**src/rtl/sg_pkg.sv**
```systemverilog
package sg_pkg;
   typedef enum logic [1:0] {
      SG_NOP   = 2'b00,
      SG_START = 2'b01,
      SG_STOP  = 2'b10,
      SG_RSVD  = 2'b11
   } sg_cmd_e;

   localparam int ST_RUN   = 0;
   localparam int ST_BEMP  = 1;
   localparam int ST_CEMP  = 2;
   localparam int ST_TERM  = 3;
   localparam int ST_NNULL = 4;
   localparam int ST_ISEL  = 7;
endpackage

```
**src/rtl/sg_cmd_dec.sv**
```systemverilog
module sg_cmd_dec #(
   parameter int REG_W      = 8,
   parameter int SEL_EN_BIT = 6,
   parameter int SEL_BIT    = 7
) (
   input  logic             wr,
   input  logic [REG_W-1:0] wdata,
   output logic             start,
   output logic             stop,
   output logic             sel_we,
   output logic             sel_val
);
   import sg_pkg::*;

   generate
      if (SEL_BIT >= REG_W || SEL_EN_BIT >= REG_W || REG_W < 8)
         $error("sg_cmd_dec: bit positions do not fit the register width");
   endgenerate

   sg_cmd_e cmd;

   always_comb begin
      cmd     = sg_cmd_e'(wdata[1:0]);
      start   = wr && (cmd == SG_START);
      stop    = wr && (cmd == SG_STOP);
      sel_we  = wr && wdata[SEL_EN_BIT];
      sel_val = wdata[SEL_BIT];
   end
endmodule

```
**src/rtl/sg_buf_ctl.sv**
```systemverilog
module sg_buf_ctl (
   input  logic clk,
   input  logic rst_n,
   input  logic mclr,
   input  logic start,
   input  logic stop,
   input  logic dreq,
   input  logic pf_ack,
   input  logic pf_last,
   input  logic buf_done,
   output logic run,
   output logic base_emp,
   output logic cur_emp,
   output logic term,
   output logic nnull,
   output logic mask,
   output logic pf_req,
   output logic last_done
);
   logic cmd_any;

   always_comb begin
      cmd_any   = start || stop || mclr;
      pf_req    = run && base_emp && !nnull && !dreq;
      last_done = !cmd_any && run && buf_done && !cur_emp && base_emp && nnull;
   end

   always_ff @(posedge clk or negedge rst_n) begin
      if (!rst_n) begin
         run <= 1'b0; base_emp <= 1'b0; cur_emp <= 1'b0;
         term <= 1'b0; nnull <= 1'b0; mask <= 1'b0;
      end else if (mclr) begin
         run <= 1'b0; base_emp <= 1'b0; cur_emp <= 1'b0;
         term <= 1'b0; nnull <= 1'b0; mask <= 1'b0;
      end else if (start) begin
         run <= 1'b1; base_emp <= 1'b1; cur_emp <= 1'b1;
         term <= 1'b0; nnull <= 1'b0; mask <= 1'b0;
      end else if (stop) begin
         run  <= 1'b0;
         term <= 1'b1;
         mask <= 1'b1;
      end else if (run) begin
         if (buf_done && !cur_emp) begin
            if (!base_emp) begin
               base_emp <= 1'b1;
            end else if (nnull) begin
               run     <= 1'b0;
               term    <= 1'b1;
               cur_emp <= 1'b1;
            end else begin
               cur_emp <= 1'b1;
            end
         end else if (cur_emp && !base_emp) begin
            cur_emp  <= 1'b0;
            base_emp <= 1'b1;
         end
         if (pf_req && pf_ack) begin
            base_emp <= 1'b0;
            nnull    <= pf_last;
         end
      end
   end


   start_status_chk: assert property (@(posedge clk) disable iff (!rst_n)
      (start && !mclr) |=> (run && base_emp && cur_emp && !term && !nnull && !mask));


   stop_halts_chk: assert property (@(posedge clk) disable iff (!rst_n)
      (stop && !start && !mclr) |=> (!run && term && mask));


   last_ends_chk: assert property (@(posedge clk) disable iff (!rst_n)
      last_done |=> (!run && term && cur_emp));
endmodule

```
**src/rtl/sg_term_out.sv**
```systemverilog
module sg_term_out #(
   parameter bit EOP_ACT_HIGH = 1'b1,
   parameter bit IRQ_ACT_HIGH = 1'b1
) (
   input  logic clk,
   input  logic rst_n,
   input  logic mclr,
   input  logic sel_we,
   input  logic sel_val,
   input  logic last_done,
   output logic irq_sel,
   output logic eop_o,
   output logic irq_o
);
   logic eop_sel, eop_q, irq_q;

   always_ff @(posedge clk or negedge rst_n) begin
      if (!rst_n) begin
         eop_sel <= 1'b1; eop_q <= 1'b0; irq_q <= 1'b0;
      end else if (mclr) begin
         eop_sel <= 1'b1; eop_q <= 1'b0; irq_q <= 1'b0;
      end else begin
         if (sel_we) eop_sel <= sel_val;
         eop_q <= last_done && eop_sel;
         irq_q <= last_done && !eop_sel;
      end
   end

   assign irq_sel = !eop_sel;

   generate
      if (EOP_ACT_HIGH) begin : g_eop_hi
         assign eop_o = eop_q;
      end else begin : g_eop_lo
         assign eop_o = !eop_q;
      end
      if (IRQ_ACT_HIGH) begin : g_irq_hi
         assign irq_o = irq_q;
      end else begin : g_irq_lo
         assign irq_o = !irq_q;
      end
   endgenerate


   sel_hold_chk: assert property (@(posedge clk) disable iff (!rst_n)
      (!sel_we && !mclr) |=> $stable(eop_sel));


   last_pulse_chk: assert property (@(posedge clk) disable iff (!rst_n)
      (last_done && !mclr) |=> $countones({eop_q, irq_q}) == 1);


   no_idle_pulse_chk: assert property (@(posedge clk) disable iff (!rst_n)
      !last_done |=> !(eop_q || irq_q));
endmodule

```
**src/rtl/sg_chan_ctrl.sv**
```systemverilog
module sg_chan_ctrl #(
   parameter int REG_W        = 8,
   parameter bit EOP_ACT_HIGH = 1'b1,
   parameter bit IRQ_ACT_HIGH = 1'b1
) (
   input  logic             clk,
   input  logic             rst_n,
   input  logic             mclr,
   input  logic             cmd_wr,
   input  logic [REG_W-1:0] cmd_wdata,
   output logic [REG_W-1:0] stat_rdata,
   input  logic             dreq,
   output logic             pf_req,
   input  logic             pf_ack,
   input  logic             pf_last,
   input  logic             buf_done,
   output logic             chan_mask,
   output logic             eop_o,
   output logic             irq_o
);
   import sg_pkg::*;

   generate
      if (REG_W != 8) $error("sg_chan_ctrl: the register byte must be 8 bits");
   endgenerate

   logic start, stop, sel_we, sel_val;
   logic run, base_emp, cur_emp, term, nnull, last_done, irq_sel;

   sg_cmd_dec #(.REG_W(REG_W), .SEL_EN_BIT(6), .SEL_BIT(7)) u_dec (
      .wr(cmd_wr), .wdata(cmd_wdata), .start(start), .stop(stop),
      .sel_we(sel_we), .sel_val(sel_val)
   );

   sg_buf_ctl u_buf (
      .clk(clk), .rst_n(rst_n), .mclr(mclr), .start(start), .stop(stop),
      .dreq(dreq), .pf_ack(pf_ack), .pf_last(pf_last), .buf_done(buf_done),
      .run(run), .base_emp(base_emp), .cur_emp(cur_emp), .term(term),
      .nnull(nnull), .mask(chan_mask), .pf_req(pf_req), .last_done(last_done)
   );

   sg_term_out #(.EOP_ACT_HIGH(EOP_ACT_HIGH), .IRQ_ACT_HIGH(IRQ_ACT_HIGH)) u_term (
      .clk(clk), .rst_n(rst_n), .mclr(mclr), .sel_we(sel_we), .sel_val(sel_val),
      .last_done(last_done), .irq_sel(irq_sel), .eop_o(eop_o), .irq_o(irq_o)
   );

   always_comb begin
      stat_rdata           = '0;
      stat_rdata[ST_RUN]   = run;
      stat_rdata[ST_BEMP]  = base_emp;
      stat_rdata[ST_CEMP]  = cur_emp;
      stat_rdata[ST_TERM]  = term;
      stat_rdata[ST_NNULL] = nnull;
      stat_rdata[ST_ISEL]  = irq_sel;
   end


   dreq_wins_chk: assert property (@(posedge clk) disable iff (!rst_n)
      dreq |-> !pf_req);


   mclr_clears_chk: assert property (@(posedge clk) disable iff (!rst_n)
      mclr |=> (stat_rdata == 8'h00 && !chan_mask));
endmodule

```
**config.mk**
```make
export PLATFORM = sky130hd
export DESIGN_NAME = sg_chan_ctrl
export DESIGN_NICKNAME = d
export VERILOG_FILES = /design/src/rtl/sg_pkg.sv /design/src/rtl/sg_cmd_dec.sv /design/src/rtl/sg_buf_ctl.sv /design/src/rtl/sg_term_out.sv /design/src/rtl/sg_chan_ctrl.sv
export SDC_FILE = /design/constraint.sdc
export NUM_CORES = 1
export LEC_CHECK = 0
export ABC_AREA = 1
export BUFFER_PORTS_ARGS = -buffer_cell sky130_fd_sc_hd__clkbuf_2
export CAP_MARGIN = 40
export CELL_PAD_IN_SITES_DETAIL_PLACEMENT = 2
export CELL_PAD_IN_SITES_GLOBAL_PLACEMENT = 2
export CORE_ASPECT_RATIO = 0.7
export CORE_MARGIN = 10
export CORE_UTILIZATION = 24
export CTS_CLUSTER_DIAMETER = 30
export DETAILED_ROUTE_END_ITERATION = 8
export HOLD_SLACK_MARGIN = 0.15
export PLACE_DENSITY = 0.88
export SETUP_SLACK_MARGIN = 0.5
export SLEW_MARGIN = 5
export SYNTH_ARGS = -nofsm -noshare
export SYNTH_HDL_FRONTEND = slang
export SYNTH_SLANG_ARGS = --single-unit
```
**constraint.sdc**
```tcl
create_clock -name clk -period 2.1 [get_ports clk]
set_input_delay 0.315 -clock clk [delete_from_list [all_inputs] [get_ports clk]]
set_output_delay 0.315 -clock clk [all_outputs]
set_load 0.02 [all_outputs]
```
==> run summary, run 1 <==
Largest family of logic cells by synthesized area: simple AND/OR/NAND/NOR gates
Final setup violation count: 0
Final RePlAce weighted congestion: 0.757
Htree depth: 1
WHS: 0.256 ns
Starting density of the core: 26.2%
IO buf count: 21
Worst-Skew Late Latency: 0.28 ns
Max Freq: 0.668 GHz
Post-route minimum period: 1.50 ns
Largest cells by area after synthesis: dfrtp_1 (34%), nand2_1 (14%), buf_4 (10%), nand3_1 (6.9%), dfstp_2 (4.5%)
RSZ-0062 raised after global routing: false
DR DRC count: 0
Detailed Route WL: 1900 um
Hold depth: 3
Synthesized flop and latch total: 9
Number of synthesized flops with an enable pin: 0
Total CTS buffers: 3
Syn Inst Count: 79
Post-synthesis mux area share: 0%
Avg WL per Cell: 14.6 um
Complex-gate fraction of the synthesized area: 4.52%
Vias in the first global route: 662
Die Area: 4830 um^2
Pre-Repair DR Iteration Count: 4
Clk buf depth: 2
FP Rows: 14
Startpoint types: flop
Layout cells sized above 1: 39.8%
Synthesis-to-finish area growth: 21.9%
Top cell type's share of synthesized area: 34.4%
Number of fill cells: 278
CP endpoint kind: output pin
Dominant synthesized flop cell: dfrtp_1
TritonCTS clock tree: yes
Post-CTS Setup Bufs: 0
HP Class: input pin to flop
Status: completed
# diodes: 0
Via count: 574
Final core utilization: 31.9%
Clk sink count: 9
Yosys warning total: 0
CP arrival: 1.18 ns
Routed Antenna Nets: 0
Clock transition at the registers of the reported paths: 0.08 ns
Synth unique cells: 19
Xor/xnor cell area share of the yosys netlist: 0%
Syn Area/Cell: 7.36 um^2
Clk_skew: 0.0115 ns
Worst VDD drop: 0.000126 V
CTS Root Cell: clkbuf_4
Final layout net count: 115
Largest net degree at the start of global routing: 10
Post-Synth Simple-Gate Area: 39.1%
Vias/cell: 4.42
Async set-reset flop share out of synthesis: 100%
CP Class: flop to output pin
Congestion Overflow GR: 0
Initial antenna violation count: 0
First-iteration detailed-routing DRC count: 24
Crit Path Max Fanout: 5
Total power: 487 uW
Post-synth top area cell: dfrtp_1
First-pass GRT wire length: 3270 um
Internal reg-to-reg setup slack: 0.96 ns
Post-DP HPWL: 1560 um
GRT Total Usage: 8.88%
Placeable Area: 2220 um^2
Reg2Reg Depth: 8
Final hold viol count: 0
Required @ worst endpoint: 1.78 ns
Synth Area in Adders: 0%
Sequential area share after synthesis: 38.9%
Syn Std Cell Area: 582 um^2
Die X: 78.9 um
Setup_tns: 0 ns
Period utilisation layout: 71.3%
Pwr dens: 687 nW/um^2
Die Y: 61.2 um
Most frequent cell after synthesis: nand2_1
Pleak: 0.393 nW
IO Count: 28
MaxCap Viol Count: 0
Slew Limit Fails: 0
List of most frequent post-synthesis cells: nand2_1 (21), buf_4 (8), dfrtp_1 (8), nand3_1 (8), inv_1 (6)
-- flip-flops by register name, summed over array words and instances, names as in the netlist --
signal          count
u_buf.base_emp      1
u_buf.run           1
u_buf.cur_emp       1
u_term.eop_sel      1
u_term.eop_o        1
u_buf.nnull         1
u_buf.term          1
u_buf.mask          1
u_term.irq_o        1
-- where the power goes --
| part | switching (mW) | internal [mW] | leakage [nW] |
|---|---|---|---|
| Clock | 0.0740 | 0.0707 | 0.0177 |
| Sequential | 0.0218 | 0.190 | 0.117 |
| Combinational | 0.0876 | 0.0436 | 0.258 |
| Total | 0.183 | 0.304 | 0.393 |
-- cell families after synthesis --
kind of cell / Yosys count
compound gates: 4
buf+inv: 18
flops: 9
other cells: 1
simple gates: 47
-- timing repair --
| item | in CTS | in global routing |
|---|---|---|
| setup endpoints to repair | 0 | 1 |
| resized for setup | 0 | 1 |
| endpoints found under the hold margin | 8 | 0 |
| hold buffers | 1 | 0 |
-- cells in the final DEF, fill, tap and decap left out --
cell,Yosys,routed
clkbuf_2,0,21
nor3_1,3,3
clkbuf_4,0,3
nor2_4,1,1
conb_1,1,2
nand2_2,4,4
dfrtp_1,8,7
nand2_1,21,21
nand3_2,2,2
nand3_1,8,8
nor2_2,2,2
clkinv_1,2,2
clkinv_2,0,1
nor2_1,5,5
a21oi_1,2,2
dfrtp_2,0,1
nand4_1,1,1
o21ai_2,1,1
dfstp_2,1,1
inv_2,2,2
a21boi_1,1,1
dlygate4sd3_1,0,1
inv_1,6,6
-- worst max-delay path, cell delays in order, from the launching register on --
cell and delay [ns]:
dfrtp_1 0.42, nand2_1 0.11, nor3_1 0.16, clkbuf_2 0.20
-- per-stage QoR --
stage / instance area (um^2) / setup slack [ns] / instances
floorplan: 586 / 0.834 / 80
global placement: 671 / 0.907 / 125
detailed placement: 671 / 0.812 / 125
CTS: 708 / 0.524 / 130
global route: 709 / 0.523 / 130
finish: 709 / 0.604 / 130
-- layout make-up --
cell class                 instances  area (um^2)  area share [%]
multi-input combinational         53          262            36.9
clock inverter                     1         5.00           0.705
inverter                          10         37.5            5.29
timing repair buffer              22          115            16.2
clock buffer                       3         22.5            3.17
tap                               32         40.0            5.64
sequential                         9          228            32.1
-- routing by layer --
metal  global-route usage [%]  routed length, um  vias to the layer above
li1                         -                  -                      274
met4                     5.34                 26                        0
met1                     10.1                893                      273
met2                     13.8                802                       23
met5                        0                  0                        -
met3                     3.92                181                        4
-- worst paths after layout --
path,to,from
min in group asynchronous,u_term.eop_o$_DFF_PN0_,rst_n
worst min register to register,u_buf.mask$_DFFE_PN0P_,u_buf.mask$_DFFE_PN0P_
worst min-delay path,u_term.eop_sel$_DFFE_PN1P_,cmd_wdata[7]
max in group asynchronous,u_term.eop_sel$_DFFE_PN1P_,rst_n
worst max register to register,u_buf.cur_emp$_DFFE_PN0P_,u_buf.cur_emp$_DFFE_PN0P_
worst max-delay path,pf_req,u_buf.run$_DFF_PN0_
No activity file was read; power rests on OpenSTA's default activity.
==> run 2, diff against run 1 <==
Settings changed: ABC_AREA 1 to 0, PLACE_DENSITY 0.88 to 0.84.
Clock period 2.1 ns to 1.6 ns, I/O delays scaled along.
==> run 2 against run 1 <==
  * Die area fell by 4.1%
  * Register-to-register slack lost 0.62 ns
  * Clock power increased by 29%
  * Synthesized cell count decreased by 28%
  * Power increased by 21%
  * Hold slack worse by 0.034 ns
  * Cell count is 7.7% lower
  * Synthesized area down 5.8%
  * Sequential share of layout area fell by 7.3 points
  * Worst setup slack worse by 0.36 ns
  * Global-route usage up 0.52 points
  * First-iteration DRC count fell by 71%
  * Critical endpoint unchanged
==> run summary, run 2 <==
Post-synth top area cell: dfrtp_1 (unchanged)
Placeable Area: 2150 um^2 (was 2220 um^2)
Syn Inst Count: 57 (was 79)
Pre-Repair DR Iteration Count: 3 (was 4)
Required @ worst endpoint: 1.36 ns (was 1.78 ns)
Post-DP HPWL: 1360 um (was 1560 um)
Vias/cell: 4.44 (was 4.42)
HP Class: input pin to flop (unchanged)
Clk_skew: 0.00311 ns (was 0.0115 ns)
# diodes: 0 (unchanged)
Detailed Route WL: 2220 um (was 1900 um)
Pleak: 0.412 nW (was 0.393 nW)
IO Count: 28 (unchanged)
CP Class: flop to output pin (unchanged)
CP max stage cell: dfrtp_1 (unchanged)
Syn Std Cell Area: 548 um^2 (was 582 um^2)
Yosys warning total: 0 (unchanged)
Crit Path Max Fanout: 2 (was 5)
Clk sink count: 9 (unchanged)
First-pass GRT wire length: 3360 um (was 3270 um)
Largest cells by area after synthesis: dfrtp_1 (37%), buf_4 (11%), a21oi_1 (5.5%), dfstp_2 (4.8%), inv_1 (3.4%) (was dfrtp_1 (34%), nand2_1 (14%), buf_4 (10%), nand3_1 (6.9%), dfstp_2 (4.5%))
Max Freq: 0.736 GHz
FP Rows: 14 (unchanged)
Sequential area share after synthesis: 41.3% (was 38.9%)
Vias in the first global route: 628 (was 662)
Final core utilization: 42.7% (was 31.9%)
Largest net degree at the start of global routing: 10 (unchanged)
Final RePlAce weighted congestion: 0.795 (was 0.757)
Avg WL per Cell: 18.5 um (was 14.6 um)
Slew Limit Fails: 0 (unchanged)
RSZ-0062 raised after global routing: true (was false)
Number of fill cells: 235 (was 278)
Htree depth: 1 (unchanged)
Async set-reset flop share out of synthesis: 100% (unchanged)
Worst VDD drop: 0.000251 V (was 0.000126 V)
CTS Root Cell: clkbuf_4 (unchanged)
Startpoint types: flop (unchanged)
Die Y: 60.0 um (was 61.2 um)
Synthesis-to-finish area growth: 67.8% (was 21.9%)
CP endpoint kind: output pin (unchanged)
Clock transition at the registers of the reported paths: 0.06 ns (was 0.08 ns)
Cell breakdown of the critical path: and4bb_4, clkbuf_8 (was nand2_1, nor3_1, clkbuf_2)
Worst-Skew Late Latency: 0.27 ns (was 0.28 ns)
Pwr dens: 639 nW/um^2 (was 687 nW/um^2)
Total CTS buffers: 3 (unchanged)
Dominant synthesized flop cell: dfrtp_1 (unchanged)
Setup_tns: 0 ns (unchanged)
Period utilisation layout: 84.9%
MaxCap Viol Count: 0 (unchanged)
Synth unique cells: 29 (was 19)
Most frequent cells in the layout: clkbuf_2 (14), buf_4 (7), dfrtp_1 (7) (was nand2_1 (21), clkbuf_2 (21), nand3_1 (8))
Die X: 77.1 um (was 78.9 um)
Final hold viol count: 0 (unchanged)
Routed Antenna Nets: 0 (unchanged)
Final setup violation count: 0 (unchanged)
Slowest stage delay, CP: 0.38 ns (was 0.42 ns)
First-iteration detailed-routing DRC count: 7 (was 24)
TritonCTS clock tree: yes (unchanged)
Post-route minimum period: 1.36 ns
Number of synthesized flops with an enable pin: 0 (unchanged)
Starting density of the core: 25.4% (was 26.2%)
Via count: 533 (was 574)
IO buf count: 21 (unchanged)
Initial antenna violation count: 0 (unchanged)
Layout cells sized above 1: 63.6% (was 39.8%)
DR DRC count: 0 (unchanged)
Top cell type's share of synthesized area: 36.5% (was 34.4%)
Clk buf depth: 2 (unchanged)
List of most frequent post-synthesis cells: buf_4 (8), dfrtp_1 (8), a21oi_1 (6) (was nand2_1 (21), buf_4 (8), dfrtp_1 (8), nand3_1 (8), inv_1 (6))
Syn Area/Cell: 9.61 um^2 (was 7.36 um^2)
GRT Total Usage: 9.40% (was 8.88%)
Status: completed (unchanged)
Die Area: 4630 um^2 (was 4830 um^2)
Synthesized flop and latch total: 9 (unchanged)
Final layout net count: 105 (was 115)
Dpl ws: 0.217 ns (was 0.812 ns)
Final worst slack: 0.241 ns (was 0.604 ns)
Congestion Overflow GR: 0 (unchanged)
Most common cell after layout, fill and taps aside: clkbuf_2
CP arrival: 1.12 ns (was 1.18 ns)
-- run 2: cell types whose count changed after synthesis, moves of 2 or more --
| cell | delta |
|---|---|
| clkinv_1 | -2 |
| nor2_1 | -3 |
| nand2_1 | -19 |
| nor3_1 | -2 |
| nand3_1 | -6 |
| nor4b_1 | +2 |
| inv_2 | -2 |
| a21oi_1 | +4 |
| nand2b_1 | +2 |
| nand2_2 | -4 |
| nand3_2 | -2 |
| nor2_2 | -2 |
-- run 2: routing by layer --
| layer | track usage (%) | wire length (um) |
|---|---|---|
| met4 | 1.55 | 0 |
| met1 | 9.91 | 921 |
| met5 | 0 | 0 |
| met3 | 5.39 | 151 |
| met2 | 16.5 | 1150 |
-- run 2: final timing paths --
check | start | to | slack, ns | depth (start not counted)
max | u_buf.nnull$_DFFE_PN0P_ | pf_req | 0.24 | 2
max in group asynchronous | rst_n | u_term.eop_sel$_DFFE_PN1P_ | 0.96 | 2
min | pf_last | u_buf.nnull$_DFFE_PN0P_ | 0.22 | 3
min reg2reg | u_buf.term$_DFFE_PN0P_ | u_buf.term$_DFFE_PN0P_ | 0.67 | 3
max reg2reg | u_buf.nnull$_DFFE_PN0P_ | u_buf.term$_DFFE_PN0P_ | 0.34 | 6
min in group asynchronous | rst_n | u_buf.base_emp$_DFFE_PN0P_ | 0.38 | 2
-- run 2: critical path, delay by kind of cell (launching register included) --
family,cells,cell delay [ns]
flops,1,0.38
buf+inv,1,0.15
simple gates,1,0.32
-- run 2: cell families (layout without fill, tap and decap cells) --
family / Yosys count / count (layout) / share of synthesized area, %
compound gates: 15 / 15 / 20.8
simple gates: 17 / 17 / 20.6
other cells: 1 / 2 / 0.684
buf+inv: 14 / 44 / 15.1
xor+xnor: 1 / 1 / 1.60
flops: 9 / 9 / 41.3
-- run 2: stage by stage --
| stage | power [mW] | cells | cell area, um^2 | hold slack (ns) |
|---|---|---|---|---|
| detailed placement | 0.348 | 102 | 644 | 0.113 |
| finish | 0.588 | 120 | 920 | 0.223 |
| global route | 0.614 | 120 | 920 | 0.231 |
| global placement | 0.344 | 102 | 644 | 0.111 |
| CTS | 0.571 | 118 | 870 | 0.226 |
| floorplan | 0.316 | 58 | 563 | -0.0556 |
-- run 2: what timing repair did --
action | in CTS | in global routing
pin swaps | 5 | 7
resized for setup | 26 | 11
hold endpoints to repair | 9 | 0
gates cloned | 0 | 0
endpoints found under the setup margin | 12 | 15
hold buffers | 1 | 0
setup buffers | 11 | 2
-- run 2: power breakdown --
| part | switching (mW) | internal, mW |
|---|---|---|
| logic | 0.0838 | 0.0704 |
| registers | 0.00838 | 0.238 |
| clock network | 0.0909 | 0.0965 |
| total | 0.183 | 0.405 |
-- run 2: final cells by class --
type | instances | area [um^2] | area share [%]
multi-input combinational | 35 | 314 | 34.1
sequential | 9 | 228 | 24.8
inverter | 5 | 18.8 | 2.04
timing repair buffer | 35 | 293 | 31.8
tap | 32 | 40.0 | 4.35
clock buffer | 4 | 26.3 | 2.86
==> run 3, diff against run 2 <==
Clock period 1.6 ns to 1.3 ns, I/O delays scaled along.
==> run 3 against run 2 <==
  * The run now ends with negative setup slack left
  * Largest cell class unchanged
  * Register-to-register slack got worse by 0.31 ns
  * Non-clock buffer count rose by 1
  * Sequential share of layout area fell by 1.9 points
  * Combinational power rose by 47%
  * First-iteration DRC count rose to 4.9 times the previous value
  * Critical path type unchanged
==> run summary, run 3 (synthesized netlist as in run 2, its figures left out) <==
CP Class: flop to output pin (unchanged)
Layout cells sized above 1: 68.5% (was 63.6%)
Worst-Skew Late Latency: 0.28 ns (was 0.27 ns)
Clk sink count: 9 (unchanged)
Vias/cell: 4.93 (was 4.44)
# diodes: 0 (unchanged)
Dpl ws: 0.0311 ns (was 0.217 ns)
Vias in the first global route: 610 (was 628)
Number of fill cells: 232 (was 235)
Pleak: 0.439 nW (was 0.412 nW)
Die X: 77.1 um (unchanged)
Final layout net count: 106 (was 105)
Final hold viol count: 0 (unchanged)
Initial antenna violation count: 0 (unchanged)
Pwr dens: 768 nW/um^2 (was 639 nW/um^2)
GRT Total Usage: 10.8% (was 9.40%)
CTS Root Cell: clkbuf_4 (unchanged)
Starting density of the core: 25.4% (unchanged)
Avg WL per Cell: 24.0 um (was 18.5 um)
Die Y: 60.0 um (unchanged)
Die Area: 4630 um^2 (unchanged)
Clk_skew: 0.00794 ns (was 0.00311 ns)
Worst VDD drop: 0.000353 V (was 0.000251 V)
Failing checks: negative setup slack
Post-route minimum period: 1.31 ns
DR DRC count: 0 (unchanged)
HP Class: input pin to flop (unchanged)
Final worst slack: -0.00846 ns (was 0.241 ns)
Crit Path Max Fanout: 2 (unchanged)
Status: finished with violations (was completed)
Detailed Route WL: 2910 um (was 2220 um)
Multi-input gate area: 348 um^2 (was 314 um^2)
Clock transition at the registers of the reported paths: 0.06 ns (about the same)
Max Freq: 0.764 GHz
Total CTS buffers: 3 (unchanged)
CP arrival: 1.11 ns (was 1.12 ns)
Synthesis-to-finish area growth: 83.8% (was 67.8%)
Startpoint types: flop (unchanged)
IO buf count: 21 (unchanged)
Routed Antenna Nets: 0 (unchanged)
MaxCap Viol Count: 0 (unchanged)
Htree depth: 1 (unchanged)
Most common cell after layout, fill and taps aside: clkbuf_2 (unchanged)
Period utilisation layout: 101%
Total power: 774 uW (was 588 uW)
CP endpoint kind: output pin (unchanged)
First-pass GRT wire length: 3740 um (was 3360 um)
Final setup violation count: 1 (was 0)
FP Rows: 14 (unchanged)
Clk buf depth: 2 (unchanged)
Setup_tns: -0.00846 ns (was 0 ns)
Post-DP HPWL: 1410 um (was 1360 um)
Final RePlAce weighted congestion: 0.758 (was 0.795)
Placeable Area: 2150 um^2 (unchanged)
Most frequent cells in the layout: clkbuf_2 (11), buf_6 (10), buf_8 (7) (was clkbuf_2 (14), buf_4 (7), dfrtp_1 (7))
IO Count: 28 (unchanged)
FF+latch area: 230 um^2 (was 228 um^2)
TritonCTS clock tree: yes (unchanged)
RSZ-0062 raised after global routing: true (unchanged)
Pre-Repair DR Iteration Count: 4 (was 3)
Via count: 597 (was 533)
Required @ worst endpoint: 1.11 ns (was 1.36 ns)
Congestion Overflow GR: 0 (unchanged)
First-iteration detailed-routing DRC count: 34 (was 7)
Largest net degree at the start of global routing: 10 (unchanged)
Slew Limit Fails: 0 (unchanged)
## run 3: final cells by class
cell class | count | area share (%)
Sequential cell | 9 | 22.9
Tap cell | 32 | 3.98
Clock buffer | 4 | 2.61
Multi-Input combinational cell | 35 | 34.5
Inverter | 5 | 2.11
Timing Repair Buffer | 36 | 33.9
## run 3: worst paths after layout
| kind | from | to | slack (ns) | cells after the start |
|---|---|---|---|---|
| min | pf_last | u_buf.nnull$_DFFE_PN0P_ | 0.20 | 3 |
| max in group asynchronous | rst_n | u_term.eop_sel$_DFFE_PN1P_ | 0.74 | 2 |
| max reg2reg | u_buf.run$_DFF_PN0_ | u_buf.base_emp$_DFFE_PN0P_ | 0.03 | 4 |
| min reg2reg | u_term.eop_sel$_DFFE_PN1P_ | u_term.eop_o$_DFF_PN0_ | 0.67 | 3 |
| max | u_buf.nnull$_DFFE_PN0P_ | pf_req | -0.008 | 2 |
| min in group asynchronous | rst_n | u_buf.mask$_DFFE_PN0P_ | 0.30 | 2 |
## run 3: routing by layer
metal	vias up	GRT usage, %	routed length [um]
met1	304	11.6	1150
met4	0	5.44	119
li1	258	-	-
met5	-	0	0
met3	11	2.69	106
met2	24	19.8	1540
## run 3: worst max-delay path, cell delays in order, from the launching register on
cell and delay [ns]:
dfrtp_1 0.38, and4bb_4 0.34, buf_8 0.12
## run 3: stage by stage
| step | utilization (%) | area (um^2) | hold WS (ns) | instances |
|---|---|---|---|---|
| 5_1_grt | 46.7 | 1010 | 0.187 | 121 |
| 3_5_place_dp | 31.6 | 681 | 0.0661 | 104 |
| 4_1_cts | 41.8 | 900 | 0.177 | 119 |
| 6_report | 46.7 | 1010 | 0.200 | 121 |
| 3_3_place_gp | 31.6 | 681 | 0.0616 | 104 |
| 2_1_floorplan | - | 588 | -0.101 | 58 |
## run 3: what timing repair did
action	4_1_cts	5_1_grt
buffers inserted	10	2
pin swaps	6	5
endpoints found under the setup margin	18	19
hold buffers	1	0
gates resized for setup	26	27
hold endpoints to repair	9	0
## run 3: power breakdown
part / leakage (nW) / total [mW] / internal [mW] / switching, mW
Clock: 0.0150 / 0.239 / 0.119 / 0.120
Sequential: 0.116 / 0.308 / 0.293 / 0.0149
Combinational: 0.308 / 0.227 / 0.103 / 0.124
